===== src/rtl/axi_gate_pkg.sv =====
package axi_gate_pkg;
   // Effective issue limit: zero acts as one, values above the cap saturate.
   function automatic int unsigned clamp_limit(int unsigned v, int unsigned cap);
      if (v == 0) return 1;
      if (v > cap) return cap;
      return v;
   endfunction
endpackage


===== src/rtl/gate_cmd_queue.sv =====
module gate_cmd_queue #(
   parameter int W     = 44,
   parameter int DEPTH = 8
) (
   input  logic                             clk,
   input  logic                             rst_n,
   input  logic                             in_valid,
   output logic                             in_ready,
   input  logic [W-1:0]                     in_data,
   output logic                             out_valid,
   output logic [W-1:0]                     out_data,
   input  logic                             out_pop,
   output logic [$clog2(DEPTH+1)-1:0]       level
);
   localparam int PTR_W = $clog2(DEPTH);
   localparam int LVL_W = $clog2(DEPTH+1);

   if (DEPTH < 2 || (1 << PTR_W) != DEPTH) begin : g_bad_depth
      $error("gate_cmd_queue: DEPTH must be a power of two of at least 2");
   end

   logic [W-1:0]     mem [DEPTH];
   logic [PTR_W-1:0] wr_ptr, rd_ptr;
   logic [LVL_W-1:0] cnt;
   logic             push, pop;

   assign in_ready  = (cnt != LVL_W'(DEPTH));
   assign out_valid = (cnt != '0);
   assign out_data  = mem[rd_ptr];
   assign level     = cnt;
   assign push      = in_valid && in_ready;
   assign pop       = out_pop && out_valid;

   always_ff @(posedge clk) begin
      if (push) mem[wr_ptr] <= in_data;
   end

   always_ff @(posedge clk) begin
      if (!rst_n) begin
         wr_ptr <= '0;
         rd_ptr <= '0;
         cnt    <= '0;
      end else begin
         if (push) wr_ptr <= wr_ptr + PTR_W'(1);
         if (pop)  rd_ptr <= rd_ptr + PTR_W'(1);
         cnt <= cnt + LVL_W'(push) - LVL_W'(pop);
      end
   end

   p_level_bound_r2: assert property (@(posedge clk) disable iff (!rst_n)
      cnt <= LVL_W'(DEPTH));
   p_level_step_r2: assert property (@(posedge clk) disable iff (!rst_n)
      (in_valid && !in_ready && !out_pop) |=> $stable(cnt));
endmodule


===== src/rtl/gate_id_tracker.sv =====
module gate_id_tracker #(
   parameter int ID_W  = 4,
   parameter int SLOTS = 8,
   parameter int CNT_W = 5
) (
   input  logic            clk,
   input  logic            rst_n,
   input  logic            issue,
   input  logic [ID_W-1:0] issue_id,
   input  logic            retire,
   input  logic [ID_W-1:0] retire_id,
   output logic            hit,
   output logic            room,
   output logic            retire_hit
);
   if (SLOTS < 1 || CNT_W < 1) begin : g_bad_cfg
      $error("gate_id_tracker: SLOTS and CNT_W must be positive");
   end

   logic [SLOTS-1:0] vld, hit_v, rhit_v, alloc_v;
   logic [ID_W-1:0]  ids [SLOTS];
   logic [CNT_W-1:0] cnt [SLOTS];

   always_comb begin
      alloc_v = '0;
      for (int i = 0; i < SLOTS; i++) begin
         if (!vld[i] && alloc_v == '0) alloc_v[i] = 1'b1;
      end
   end

   assign hit        = |hit_v;
   assign room       = ~&vld;
   assign retire_hit = |rhit_v;

   for (genvar i = 0; i < SLOTS; i++) begin : g_slot
      logic             inc, dec;
      logic [CNT_W-1:0] nxt;
      assign hit_v[i]  = vld[i] && (ids[i] == issue_id);
      assign rhit_v[i] = vld[i] && (ids[i] == retire_id);
      assign inc = issue && (hit_v[i] || (!hit && alloc_v[i]));
      assign dec = retire && rhit_v[i];
      assign nxt = cnt[i] + CNT_W'(inc) - CNT_W'(dec);
      always_ff @(posedge clk) begin
         if (!rst_n) begin
            vld[i] <= 1'b0;
            cnt[i] <= '0;
            ids[i] <= '0;
         end else begin
            cnt[i] <= nxt;
            vld[i] <= (nxt != '0);
            if (inc && !vld[i]) ids[i] <= issue_id;
         end
      end
   end

   p_alloc_has_room_r3: assert property (@(posedge clk) disable iff (!rst_n)
      (issue && !hit) |-> room);
   p_single_match_r3: assert property (@(posedge clk) disable iff (!rst_n)
      $onehot0(hit_v));
endmodule


===== src/rtl/axi_issue_gate.sv =====
module axi_issue_gate #(
   parameter int ID_W      = 4,
   parameter int LEN_W     = 8,
   parameter int ADDR_W    = 32,
   parameter int QDEPTH    = 8,
   parameter int ID_SLOTS  = 8,
   parameter int MAX_ISSUE = 16,
   parameter int SPACE_W   = 8,
   parameter int LIM_W     = 5
) (
   input  logic                          clk,
   input  logic                          rst_n,
   input  logic                          up_valid,
   output logic                          up_ready,
   input  logic [ID_W-1:0]               up_id,
   input  logic [LEN_W-1:0]              up_len,
   input  logic [ADDR_W-1:0]             up_addr,
   output logic                          dn_valid,
   input  logic                          dn_ready,
   output logic [ID_W-1:0]               dn_id,
   output logic [LEN_W-1:0]              dn_len,
   output logic [ADDR_W-1:0]             dn_addr,
   input  logic                          cmp_valid,
   output logic                          cmp_ready,
   input  logic [ID_W-1:0]               cmp_id,
   input  logic                          cmp_last,
   output logic                          up_cmp_valid,
   input  logic                          up_cmp_ready,
   output logic [ID_W-1:0]               up_cmp_id,
   input  logic [LIM_W-1:0]              limit_cfg,
   input  logic [SPACE_W-1:0]            space_free,
   input  logic                          beat_release,
   output logic [$clog2(QDEPTH+1)-1:0]   q_level
);
   localparam int OUT_W = $clog2(MAX_ISSUE+1);
   localparam int PK_W  = ID_W + LEN_W + ADDR_W;
   localparam int CMP_W = ((SPACE_W > LEN_W+1) ? SPACE_W : LEN_W+1) + 1;

   if (MAX_ISSUE < 1 || (1 << LIM_W) <= MAX_ISSUE) begin : g_bad_limit
      $error("axi_issue_gate: LIM_W too narrow for MAX_ISSUE");
   end

   logic             head_vld, issue, retire, cmp_fire;
   logic             id_hit, id_room, ret_hit;
   logic [PK_W-1:0]  head;
   logic [OUT_W-1:0] out_cnt, lim_q, lim_cfg_c, lim_eff;
   logic [SPACE_W-1:0] resv;
   logic [CMP_W-1:0] need;
   logic             ok_lim, ok_id, ok_space;

   gate_cmd_queue #(.W(PK_W), .DEPTH(QDEPTH)) u_queue (
      .clk(clk), .rst_n(rst_n),
      .in_valid(up_valid), .in_ready(up_ready), .in_data({up_id, up_len, up_addr}),
      .out_valid(head_vld), .out_data(head), .out_pop(issue), .level(q_level));

   assign {dn_id, dn_len, dn_addr} = head;

   gate_id_tracker #(.ID_W(ID_W), .SLOTS(ID_SLOTS), .CNT_W(OUT_W)) u_ids (
      .clk(clk), .rst_n(rst_n),
      .issue(issue), .issue_id(dn_id),
      .retire(cmp_fire), .retire_id(cmp_id),
      .hit(id_hit), .room(id_room), .retire_hit(ret_hit));

   // Completion path: straight through, no early response.
   assign up_cmp_valid = cmp_valid;
   assign up_cmp_id    = cmp_id;
   assign cmp_ready    = up_cmp_ready;
   assign cmp_fire     = cmp_valid && up_cmp_ready && cmp_last;
   assign retire       = cmp_fire && ret_hit && (out_cnt != '0);

   assign lim_cfg_c = OUT_W'(axi_gate_pkg::clamp_limit(int'(limit_cfg), MAX_ISSUE));
   assign lim_eff   = (out_cnt == '0) ? lim_cfg_c : lim_q;

   assign need     = CMP_W'(dn_len) + CMP_W'(1);
   assign ok_lim   = out_cnt < lim_eff;
   assign ok_id    = id_hit || id_room;
   assign ok_space = (CMP_W'(resv) + need) <= CMP_W'(space_free);
   assign dn_valid = head_vld && ok_lim && ok_id && ok_space;
   assign issue    = dn_valid && dn_ready;

   always_ff @(posedge clk) begin
      if (!rst_n) begin
         out_cnt <= '0;
         lim_q   <= OUT_W'(1);
         resv    <= '0;
      end else begin
         if (out_cnt == '0) lim_q <= lim_cfg_c;
         out_cnt <= out_cnt + OUT_W'(issue) - OUT_W'(retire);
         resv    <= resv + (issue ? SPACE_W'(need) : '0)
                         - SPACE_W'(beat_release && resv != '0);
      end
   end

   p_limit_r4: assert property (@(posedge clk) disable iff (!rst_n)
      (out_cnt != '0) |-> (out_cnt <= lim_q));
   p_cap_r4: assert property (@(posedge clk) disable iff (!rst_n)
      out_cnt <= OUT_W'(MAX_ISSUE));
   p_hold_limit_r6: assert property (@(posedge clk) disable iff (!rst_n)
      ($past(out_cnt) != '0) |-> $stable(lim_q));
   p_retire_known_r9: assert property (@(posedge clk) disable iff (!rst_n)
      retire |=> (out_cnt == $past(out_cnt) + OUT_W'($past(issue)) - OUT_W'(1)));
endmodule


===== config.mk =====
export PLATFORM = sky130hd
export DESIGN_NAME = axi_issue_gate
export DESIGN_NICKNAME = d
export VERILOG_FILES = /design/src/rtl/axi_gate_pkg.sv /design/src/rtl/gate_cmd_queue.sv /design/src/rtl/gate_id_tracker.sv /design/src/rtl/axi_issue_gate.sv
export SDC_FILE = /design/constraint.sdc
export NUM_CORES = 1
export LEC_CHECK = 0
export ABC_AREA = 1
export ABC_CLOCK_PERIOD_IN_PS = 8700
export BUFFER_PORTS_ARGS = -buffer_cell sky130_fd_sc_hd__buf_2
export CAP_MARGIN = 0
export CORE_ASPECT_RATIO = 1.5
export CORE_MARGIN = 8
export CORE_UTILIZATION = 35
export CTS_CLUSTER_DIAMETER = 100
export DETAILED_ROUTE_END_ITERATION = 16
export PLACE_DENSITY = 0.53
export SYNTH_ARGS = -nofsm -noshare
export SYNTH_HDL_FRONTEND = slang
export SYNTH_SLANG_ARGS = --single-unit

===== constraint.sdc =====
create_clock -name clk -period 8.7 [get_ports clk]
set_clock_uncertainty 0.05 [all_clocks]
set_input_delay 2.175 -clock clk [delete_from_list [all_inputs] [get_ports clk]]
set_output_delay 2.175 -clock clk [all_outputs]
set_load 0.005 [all_outputs]

After elaboration in Yosys (flattened, before gate mapping)
Memory sizes are Yosys's and may differ from the RTL's. A register that Yosys moved wholly into a read port is not among the register bits. Cells that the tools add are included.

$lt $le $gt $ge: 3. $add $sub $neg: 26. Equality and inequality tests: 17. Reduce and logical (&&, ||, !) cells: 107. Bitwise logic cells: 16. Muxes and demuxes: 63.

Operators by type and width (number): 1-bit logical AND (66); 4-bit equality test (16); 5-bit 2-to-1 mux (12); 5-bit by 1-bit adder with 5-bit output (9); 5-bit nonzero test (9); 5-bit by 1-bit subtractor with 5-bit output (9); 1-bit 2-to-1 mux (40); 4-bit 2-to-1 mux (8); 1-bit bitwise OR (16); 8-bit OR reduction (2); 5-bit logical NOT (3); 8-bit by 9-bit adder with 10-bit output (1); 10-bit by 8-bit <= comparator with 1-bit output (1); 1-bit logical NOT (10); 8-bit by 1-bit adder with 9-bit output (second input constant) (1); 1-bit logical OR (9); 8-bit adder (1); 8-bit 2-to-1 mux (1); 8-bit AND reduction (1); 8-bit nonzero test (1); 8-bit by 1-bit subtractor with 8-bit output (1); 7-bit logical NOT (1); 3-bit by 1-bit adder with 3-bit output (second input constant) (2); 6-bit logical NOT (1); 10 further kinds (11).

Bits in writable memories: 424. Input port bits: 69. Memories kept: 3. Register bits after elaboration: 36. Output and inout port bits: 56.

Memory list: u_queue.mem (words 8, bits a word 44, rd ports 1, clocked after memory_dff 1, write ports 1, RTL line gate_cmd_queue.sv:22) `logic [W-1:0] mem [DEPTH];`; u_ids.cnt (words 8, bits a word 5, rd ports 8, clocked after memory_dff 0, write ports 8, RTL line gate_id_tracker.sv:22) `logic [CNT_W-1:0] cnt [SLOTS];`; u_ids.ids (words 8, bits a word 4, rd ports 8, clocked after memory_dff 0, write ports 8, RTL line gate_id_tracker.sv:21) `logic [ID_W-1:0] ids [SLOTS];`.

Logic depth before layout (Yosys ltp)
Gate-level depths: netlist of the first run.

Depth after elaboration: 29. Depth in mapped cells: 51. Depth with buffers taken out: 47.

Cells and area by module
Synthesis of the first run repeated with hierarchy kept, for this count alone.

Cell total of the unflattened synthesis: 2608. Area total of the unflattened synthesis: 23636.4 um2.

By module, submodules not included: gate_cmd_queue (area an instance 16109.2 um2, times used 1, cells each 1621); gate_id_tracker (area an instance 5366.4 um2, times used 1, cells each 671); axi_issue_gate (area an instance 2160.8 um2, times used 1, cells each 316).

Worst setup path before layout of the first run
OpenSTA, ideal clock, no wires.

Kind: register to output. Start point: register (tool-made name). End point: output port dn_valid. Arrival time: 4016 ps. Cell stages (with the launch flop): 32. Path slack: 2459 ps. Cells stage by stage: dfxtp_1 -> inv_2 -> buf_6 -> buf_2 -> buf_2 -> o21ai_0 -> o22ai_1 -> nand2_1 -> o21a_1 -> inv_1 -> ha_1 -> xnor2_1 -> inv_1 -> ha_1 -> a21oi_1 -> nand2_1 -> a21oi_1 -> inv_1 -> a21oi_1 -> xnor2_1 -> ha_1 -> nand2_1 -> nor2_1 -> o21ai_0 -> nand3_1 -> nand2_1 -> nand2_1 -> a21oi_1 -> nand3_2 -> nor2_4 -> nand2_4 -> inv_1.

RTL lines: to (decl) (RTL line axi_issue_gate.sv:18) `output logic dn_valid,`.

==> impl_metrics.py, run 1 <==
metrics = {
    "drt": {
        "route.met3.wl_um": 3150,
        "route.met2.wl_um": 27000,
        "totalWireLength_um": 53600,
        "drt_iter0_drc": 874,
        "via_per_inst": 4.94,
        "drcViolationCount": 0,
        "dr.max_layer_used": "met5",
        "vias": 15000,
        "firstDrtPassIters": 5,
        "wl_per_cell_um": 17.7,
        "routedLengthMet1_um": 21900,
        "ant_nets": 0,
    },
    "timing": {
        "setup_viol": 0,
        "fin_crit_sh_pct": 85.1,
        "worst_pin_slew_ps": 1050,
        "slew_violations": 0,
        "setup_tns_ps": 0,
        "hold_viol": 0,
        "rsz0062_at_grt": "false",
        "relSlewSlack_pct": 30.2,
        "fmax_mhz": 135,
        "fin_ws_ps": 1300,
        "layout_min_cycle_time_ps": 7400,
    },
    "floorplanning": {
        "initial_core_util_pct": 35.2,
        "ios": 125,
        "die_h_um": 321,
        "dieWidth_um": 220,
        "die-area_mm2": 0.0705,
        "rows": 112,
        "coreArea_mm2": 0.0618,
    },
    "finish": {
        "regArea_mm2": 0.0131,
        "postLayoutCoreUtil_pct": 39.8,
        "instances_no_fill": 3033,
        "fillers": 5972,
        "area_growth_pct": 13.1,
        "multi_input_area_mm2": 0.00732,
        "drive_gt1_share_pct": 12.0,
        "fin_nets": 2368,
    },
    "worst_setup_path": {
        "cp_num_buf_inv": 5,
        "required_ps": 6480,
        "path_common_cell": "nand2_1",
        "cp_top_family": "simple AND/OR/NAND/NOR gates",
        "start_kind": "register",
        "slowest_stage": "buf_4",
        "critPathMaxFanout": 69,
        "worstPathArrival_ps": 5180,
        "worst_path_largest_cell_delay_ps": 590,
        "worstSetupPathType": "register to output pin",
        "crit_path_end_kind": "output pin",
    },
    "clock_network": {
        "cts_buffers": 46,
        "postCtsHoldBufs": 0,
        "clk_latency_ps": 600,
        "cts_root_buf": "clkbuf_16",
        "cts_tree": "built",
        "clkTransAtPathRegs_ps": 60,
        "cts_setup_buffers": 0,
        "htree_levels": 2,
        "cts-resized-gates": 0,
        "clock_sinks": 463,
        "clk_path_buf_depth": 3,
    },
    "global_routing": {
        "antenna_found_initial": 11,
        "grt_usage_pct": 15.1,
        "grt_max_degree": 130,
        "grt_pass1_vias": 15200,
        "grt_pass1_wl_um": 83900,
        "grt-ovfl-total": 0,
    },
    "power": {
        "p_per_area_mw_per_mm2": 265,
        "p_leak_nw": 9.61,
        "vdd_drop_max_v": 0.000165,
        "finalPower_mw": 6.53,
    },
    "placed_design": {
        "dp_slack_ps": 1670,
        "numPortBuffers": 124,
        "place.gp.congestion": 0.775,
        "dp_hpwl_um": 32300,
        "placed_cells_incl_taps": 2947,
    },
    "synthesis": {
        "ys_ff_latch": 463,
        "yosys-top-cells-area": "edfxtp_1 53%, dfxtp_1 7.3%, nor2_1 7.3%, ha_1 5.2%, nand2_1 4.2%",
        "post-synth-top-count-cell": "nor2_1",
        "synth_top_cell_area_share_pct": 53.0,
        "yosysTopAreaCell": "edfxtp_1",
        "netlist_instances": 2101,
        "yosys_warnings": 0,
        "async_flop_share_pct": 0,
        "synth_cell_types": 48,
        "yosysSeqAreaShare_pct": 60.3,
        "synth-edff-count": 384,
        "synth_common_cells": "420 x nor2_1, 384 x edfxtp_1, 245 x nand2_1",
        "synth_area_mm2": 0.0217,
        "synth.net_count": 2272,
        "syn_area_per_cell_um2": 10.3,
        "synth_top_flop_cell": "edfxtp_1",
    },
    "run_status": {
        "outcome": "complete, no violations",
    },
    "hold_path": {
        "hp-class": "register to register",
    },
    "job": {
        "max-cap-violations": 0,
    },
}
-- final cells by class --
type | count | share of cell area [%]
antenna | 4 | 0.0407
clock buffer | 59 | 5.00
clock inverter | 23 | 1.16
inverter | 233 | 3.57
multi-input combinational | 1312 | 29.8
sequential | 463 | 53.3
tap | 798 | 4.06
timing repair buffer | 141 | 3.09
-- worst min-delay path: stages, from the launching register on --
cell,delay (ps)
dfxtp_1,320
nand2_1,60
a21oi_1,50
-- stage by stage --
step | hold slack, ps | area, um^2
2_1_floorplan | 413 | 21700
3_3_place_gp | 431 | 23100
3_5_place_dp | 434 | 23100
4_1_cts | 444 | 24600
5_1_grt | 469 | 24600
6_report | 440 | 24600
-- placed cells by master, fill, tap and decap left out, drive strengths merged --
| cell | count |
|---|---|
| and2 | 1 |
| a211oi | 4 |
| nor3 | 11 |
| a22o | 3 |
| ha | 90 |
| nand2 | 258 |
| o211ai | 1 |
| o22ai | 43 |
| diode | 4 |
| o2111ai | 2 |
| bufinv | 5 |
| xnor2 | 25 |
| a21boi | 1 |
| nor4 | 3 |
| inv | 233 |
| a311o | 1 |
| nor2 | 436 |
| buf | 141 |
| a21o | 1 |
| dfxtp | 79 |
| nand3 | 76 |
| o21bai | 2 |
| nor3b | 1 |
| fa | 12 |
| a41oi | 3 |
| a21oi | 40 |
| clkinv | 18 |
| a31oi | 39 |
| o21ai | 192 |
| nand4 | 13 |
| edfxtp | 384 |
| a221oi | 9 |
| xor2 | 35 |
| clkbuf | 59 |
| nand3b | 8 |
| o21a | 2 |
-- metal layers --
layer / track usage [%] / vias up
li1: - / 7309
met1: 17.6 / 7228
met2: 26.7 / 324
met3: 3.65 / 102
met4: 5.29 / 6
met5: 0 / -
-- flip-flops by register name, summed over array words and instances (netlist names), named ones only --
name,cells
u_queue.level,4
u_ids.cnt,40
u_ids.vld,8
u_queue.rd_ptr,3
u_queue.mem,352
out_cnt,5
u_ids.ids,32
lim_q,5
u_queue.wr_ptr,3
resv,8
-- worst paths after layout --
path / from / to / slack [ps] / cells after the start
max: register / dn_valid / 1300 / 26
min: u_queue.wr_ptr[0] / u_queue.wr_ptr[0] / 440 / 2
max reg2reg: register / resv[7] / 1760 / 44
min reg2reg: u_queue.wr_ptr[0] / u_queue.wr_ptr[0] / 440 / 2
-- power by group --
| part | internal, mW | switching [mW] |
|---|---|---|
| registers | 2.58 | 0.0843 |
| clock network | 1.15 | 0.845 |
| logic | 0.672 | 1.20 |
-- cell families (layout without fill, tap and decap cells) --
| logic type | Yosys count | count (layout) | share of synthesized area [%] |
|---|---|---|---|
| buffers and inverters | 326 | 456 | 6.31 |
| XOR/XNOR | 60 | 60 | 2.42 |
| AND/OR/NAND/NOR | 807 | 807 | 15.8 |
| flip-flops | 463 | 463 | 60.3 |
| adder cells (fa/ha/maj) | 102 | 102 | 6.28 |
| other | 0 | 4 | 0 |
| AO/OA/AOI/OAI | 343 | 343 | 8.84 |
No activity file was read; power rests on OpenSTA's default activity.
==> run 2: changes to the inputs <==
--- a/config.mk
+++ b/config.mk
@@ -15,6 +15,7 @@
 export CTS_CLUSTER_DIAMETER = 100
 export DETAILED_ROUTE_END_ITERATION = 16
 export PLACE_DENSITY = 0.53
+export RECOVER_POWER = 50
 export SYNTH_ARGS = -nofsm -noshare
 export SYNTH_HDL_FRONTEND = slang
 export SYNTH_SLANG_ARGS = --single-unit
==> run 2 against run 1 <==
The flow now finishes with violations (capacitance limit, slew limit). Sequential share of layout area increased by 0.18 points. First-iteration DRC count is 2.2% higher. Clock-buffer cell count stayed put. Non-clock buffer count unchanged. Core utilization down 0.13 points. Critical path depth is the same. Total power barely moved. Die area stayed put. Cell area decreased by 0.34%. Largest power group unchanged.
==> impl_metrics.py, run 2 (synthesized netlist as in run 1, its figures left out) <==
metrics = {
    "power": {
        "p_int_mw": 4.40,
        "seq_power_share_pct": 40.8,
        "power_frac_comb_pct": 28.6,
        "p_sw_share_pct": 32.6,
        "p_leak_nw": 9.46,
        "p_per_area_mw_per_mm2": 266,
        "finalPower_mw": 6.53,
        "vdd_drop_max_v": 0.000165,
        "pwr-share-clk_pct": 30.6,
        "switching_power_mw": 2.13,
    },
    "timing": {
        "setup_viol": 0,
        "slew_violations": 202,
        "setup_tns_ps": 0,
        "hold_viol": 0,
        "worst_pin_slew_ps": 3400,
        "fmax_mhz": 135,
        "fin_crit_sh_pct": 85.0,
        "layout_min_cycle_time_ps": 7400,
        "relSlewSlack_pct": -127,
        "holdWs_ps": 442,
        "fin_ws_ps": 1300,
        "rsz0062_at_grt": "false",
    },
    "floorplanning": {
        "ios": 125,
        "die-area_mm2": 0.0705,
        "rows": 112,
        "coreArea_mm2": 0.0618,
        "dieWidth_um": 220,
        "initial_core_util_pct": 35.2,
        "die_h_um": 321,
    },
    "drt": {
        "drcViolationCount": 0,
        "totalWireLength_um": 53700,
        "wl_per_cell_um": 17.7,
        "via_per_inst": 4.94,
        "drt_iter0_drc": 893,
        "vias": 15000,
        "ant_nets": 0,
        "firstDrtPassIters": 5,
    },
    "clock_network": {
        "clk_latency_ps": 600,
        "clk_path_buf_depth": 3,
        "cts_root_buf": "clkbuf_16",
        "htree_levels": 2,
        "clkTransAtPathRegs_ps": 60,
        "cts_buffers": 46,
        "cts_tree": "built",
        "cts_setup_buffers": 0,
        "clock_sinks": 463,
        "postCtsHoldBufs": 0,
        "cts-resized-gates": 0,
    },
    "finish": {
        "final_cell_mix": "413 x nor2_1, 384 x edfxtp_1, 245 x nand2_1",
        "stdcell_area_mm2": 0.0245,
        "instances_no_fill": 3033,
        "postLayoutCoreUtil_pct": 39.7,
        "largest_reg_flops": 352,
        "top_register": "u_queue.mem",
        "drive_gt1_share_pct": 9.59,
        "fin_nets": 2368,
        "final_common_cell": "nor2_1",
        "area_growth_pct": 12.8,
        "top_regs": "u_queue.mem x352, u_ids.cnt x40, u_ids.ids x32",
    },
    "run_status": {
        "violations": "capacitance limit, slew limit",
        "outcome": "complete, but fails checks",
    },
    "placed_design": {
        "dpl_cell_area_mm2": 0.0231,
        "dp_slack_ps": 1670,
        "place.gp.congestion": 0.775,
        "numPortBuffers": 124,
        "dp_hpwl_um": 32300,
        "placed_cells_incl_taps": 2947,
    },
    "worst_setup_path": {
        "cp_num_buf_inv": 5,
        "reg2reg_slack_ps": 1690,
        "reg2reg_to": "resv[7]",
        "worstSetupPathType": "register to output pin",
        "crit_path_end_kind": "output pin",
        "start_kind": "register",
        "critPathMaxFanout": 69,
        "worstPathArrival_ps": 5170,
        "r2r.worst_path.cells": 44,
        "worst_path_largest_cell_delay_ps": 590,
        "cp_top_family": "simple AND/OR/NAND/NOR gates",
        "slowest_stage": "buf_4",
        "path_common_cell": "nand2_1",
        "required_ps": 6480,
    },
    "job": {
        "max-cap-violations": 5,
    },
    "global_routing": {
        "grt-ovfl-total": 0,
        "antenna_found_initial": 6,
        "grt_max_degree": 130,
        "grt_pass1_vias": 15200,
        "grt_usage_pct": 15.1,
        "grt_pass1_wl_um": 83900,
    },
    "hold_path": {
        "worstHoldPathCells": 2,
        "hold_end": "u_queue.wr_ptr[0]",
        "min_from": "u_queue.wr_ptr[0]",
        "hp-class": "register to register",
    },
}
==> run 2: area by class of cell <==
type,count,area (um^2)
antenna,4,10.0
clock buffer,59,1230
clock inverter,23,285
fill,5997,37300
inverter,233,877
multi-input combinational,1312,7310
sequential,463,13100
tap,798,998
timing repair buffer,141,686
==> run 2: how the worst max path moves through the flow <==
stage	start	endpoint	slack [ps]	depth (start not counted)
final	register	dn_valid	1300	26
after global placement	register	resv[7]	1850	45
after CTS	register	dn_valid	1190	26
after detailed placement	register	resv[7]	1670	44
after floorplan	register	dn_valid	2460	31
after global routing	register	dn_valid	740	27
==> run 2: per-layer routing <==
layer / part of all wire (%) / global-route usage (%) / up-vias
li1: - / - / 7306
met1: 41 / 17.6 / 7283
met2: 50 / 26.7 / 306
met3: 5.6 / 3.65 / 98
met4: 2.9 / 5.29 / 4
met5: 0.050 / 0 / -
==> run 2: tightest hold or removal path: stages, from the launching register on <==
cell and delay (ps):
dfxtp_1 320, nand2_1 70, a21oi_1 50
==> run 2: power groups by stage <==
stage               clock network (mW)  registers, mW  logic, mW
floorplan                            0           2.68       1.40
global placement                     0           2.70       1.88
detailed placement                   0           2.71       1.90
CTS                               2.06           2.66       1.91
global route                      2.14           2.68       2.16
finish                            2.00           2.66       1.87
==> run 3: changes to the inputs <==
--- a/config.mk
+++ b/config.mk
@@ -14,7 +14,7 @@
 export CORE_UTILIZATION = 35
 export CTS_CLUSTER_DIAMETER = 100
 export DETAILED_ROUTE_END_ITERATION = 16
-export PLACE_DENSITY = 0.53
+export PLACE_DENSITY = 0.51
 export RECOVER_POWER = 50
 export SYNTH_ARGS = -nofsm -noshare
 export SYNTH_HDL_FRONTEND = slang
==> run 3 against run 2 <==
The run still ends with capacitance limit, slew limit left. Sequential cell count stayed put. Cell area down 0.21%. Routed wire length is 1.5% higher. Sequential share of layout area is 0.11 points higher. Die area unchanged. Critical path type unchanged.
==> impl_metrics.py, run 3 (synthesized netlist as in run 1, its figures left out) <==
metrics = {
    "timing": {
        "worst_pin_slew_ps": 3570,
        "setup_viol": 0,
        "slew_violations": 195,
        "fin_crit_sh_pct": 87.5,
        "setup_tns_ps": 0,
        "fmax_mhz": 131,
        "layout_min_cycle_time_ps": 7620,
        "rsz0062_at_grt": "false",
        "hold_viol": 0,
        "relSlewSlack_pct": -138,
    },
    "global_routing": {
        "grt_pass1_wl_um": 85200,
        "grt_pass1_vias": 15300,
        "grt_max_degree": 87,
        "antenna_found_initial": 3,
        "grt-ovfl-total": 0,
        "grt_usage_pct": 15.3,
    },
    "worst_setup_path": {
        "cp-endpoint": "dn_valid",
        "required_ps": 6480,
        "reg2reg_slack_ps": 1460,
        "critPathMaxFanout": 41,
        "r2r.worst_path.cells": 40,
        "reg2reg_to": "resv[7]",
        "worstPathArrival_ps": 5390,
        "start_kind": "register",
        "crit_path_end_kind": "output pin",
        "worstSetupPathType": "register to output pin",
    },
    "hold_path": {
        "min_from": "u_queue.wr_ptr[0]",
        "hp-class": "register to register",
    },
    "clock_network": {
        "clk_latency_ps": 590,
        "cts_setup_buffers": 0,
        "cts-resized-gates": 0,
        "cts_root_buf": "clkbuf_16",
        "clock_sinks": 463,
        "postCtsHoldBufs": 0,
        "htree_levels": 2,
        "cts_tree": "built",
        "clkTransAtPathRegs_ps": 60,
        "clk_path_buf_depth": 3,
        "cts_buffers": 47,
    },
    "floorplanning": {
        "die-area_mm2": 0.0705,
        "dieWidth_um": 220,
        "initial_core_util_pct": 35.2,
        "coreArea_mm2": 0.0618,
        "rows": 112,
        "die_h_um": 321,
        "ios": 125,
    },
    "finish": {
        "fin_nets": 2370,
        "top_register": "u_queue.mem",
        "postLayoutCoreUtil_pct": 39.6,
        "final_common_cell": "nor2_1",
        "top_regs": "u_queue.mem x352, u_ids.cnt x40, u_ids.ids x32",
        "drive_gt1_share_pct": 9.62,
        "final_cell_mix": "413 x nor2_1, 384 x edfxtp_1, 245 x nand2_1",
        "area_growth_pct": 12.5,
        "largest_reg_flops": 352,
    },
    "drt": {
        "vias": 15000,
        "firstDrtPassIters": 5,
        "drcViolationCount": 0,
        "via_per_inst": 4.96,
        "totalWireLength_um": 54500,
        "ant_nets": 0,
        "drt_iter0_drc": 1019,
        "wl_per_cell_um": 18.0,
    },
    "run_status": {
        "violations": "capacitance limit, slew limit",
        "outcome": "complete, but fails checks",
    },
    "placed_design": {
        "place.gp.congestion": 0.783,
        "dp_hpwl_um": 32800,
        "numPortBuffers": 124,
    },
    "power": {
        "p_per_area_mw_per_mm2": 266,
        "vdd_drop_max_v": 0.000174,
        "p_leak_nw": 9.45,
    },
    "job": {
        "max-cap-violations": 5,
    },
}
[run 3: cell types whose count changed in the layout (fill, tap and decap cells not counted)]
cell	previous run	this run
clkinv_1	7	14
clkbuf_1	63	58
buf_4	12	14
bufinv_16	5	3
clkinv_2	8	10
diode_2	4	2
buf_12	1	0
clkbuf_16	47	48
clkbuf_8	1	0
clkinv_16	2	1
clkinv_4	1	0
inv_16	0	1
inv_6	0	1
[run 3: through the flow]
step	setup slack, ps	power (mW)	cell area, um^2	std cells	hold WS [ps]
final	1080	6.51	24500	3034	435
after global routing	587	6.96	24500	3032	480
after CTS	938	6.61	24500	3032	437
after detailed placement	1430	4.62	23100	2948	427
after global placement	1570	4.59	23100	2948	424
after floorplan	2460	4.08	21700	2101	413
[run 3: how the worst min path moves through the flow]
| stage | to | slack (ps) | cells past startpoint |
|---|---|---|---|
| 6_report | u_queue.wr_ptr[0] | 430 | 2 |
| 5_1_grt | u_queue.wr_ptr[0] | 480 | 2 |
| 4_1_cts | u_queue.wr_ptr[0] | 440 | 2 |
| 3_5_place_dp | u_queue.wr_ptr[0] | 430 | 2 |
| 3_3_place_gp | u_queue.wr_ptr[0] | 420 | 2 |
| 2_1_floorplan | u_queue.wr_ptr[0] | 410 | 2 |
[run 3: worst max-delay path, cell delays in order, from the launching register on]
cell,delay (ps)
dfxtp_1,500
inv_2,660
buf_4,620
nand2_1,140
nand2_2,160
nand2_2,80
nor3_1,180
xor2_1,320
ha_1,320
a21oi_1,140
o21ai_0,90
a21oi_1,220
xnor2_1,100
ha_1,300
nand2_1,50
inv_1,60
nand4_1,90
a21oi_1,190
nand3_2,120
nor2_4,170
nand2_4,90
inv_1,80
buf_2,110
[run 3: layer usage]
layer	GRT usage (%)	up-vias	share of wire (%)
li1	-	7320	-
met1	18.2	7312	42
met2	27.7	334	51
met3	3.14	76	5.6
met4	3.92	2	2.1
met5	0	-	0.024
[run 3: power breakdown]
group          leakage (nW)  internal, mW  switching (mW)
clock                 0.728          1.10           0.865
sequential             4.17          2.58          0.0808
combinational          4.55         0.667            1.21
[run 3: final cells by class]
type / count / area, um^2
Multi-Input combinational cell: 1312 / 7310
Clock buffer: 54 / 1220
Antenna cell: 2 / 5.00
Sequential cell: 463 / 13100
Clock inverter: 30 / 251
Inverter: 233 / 877
Timing Repair Buffer: 142 / 681
Fill cell: 6022 / 37300
Tap cell: 798 / 998
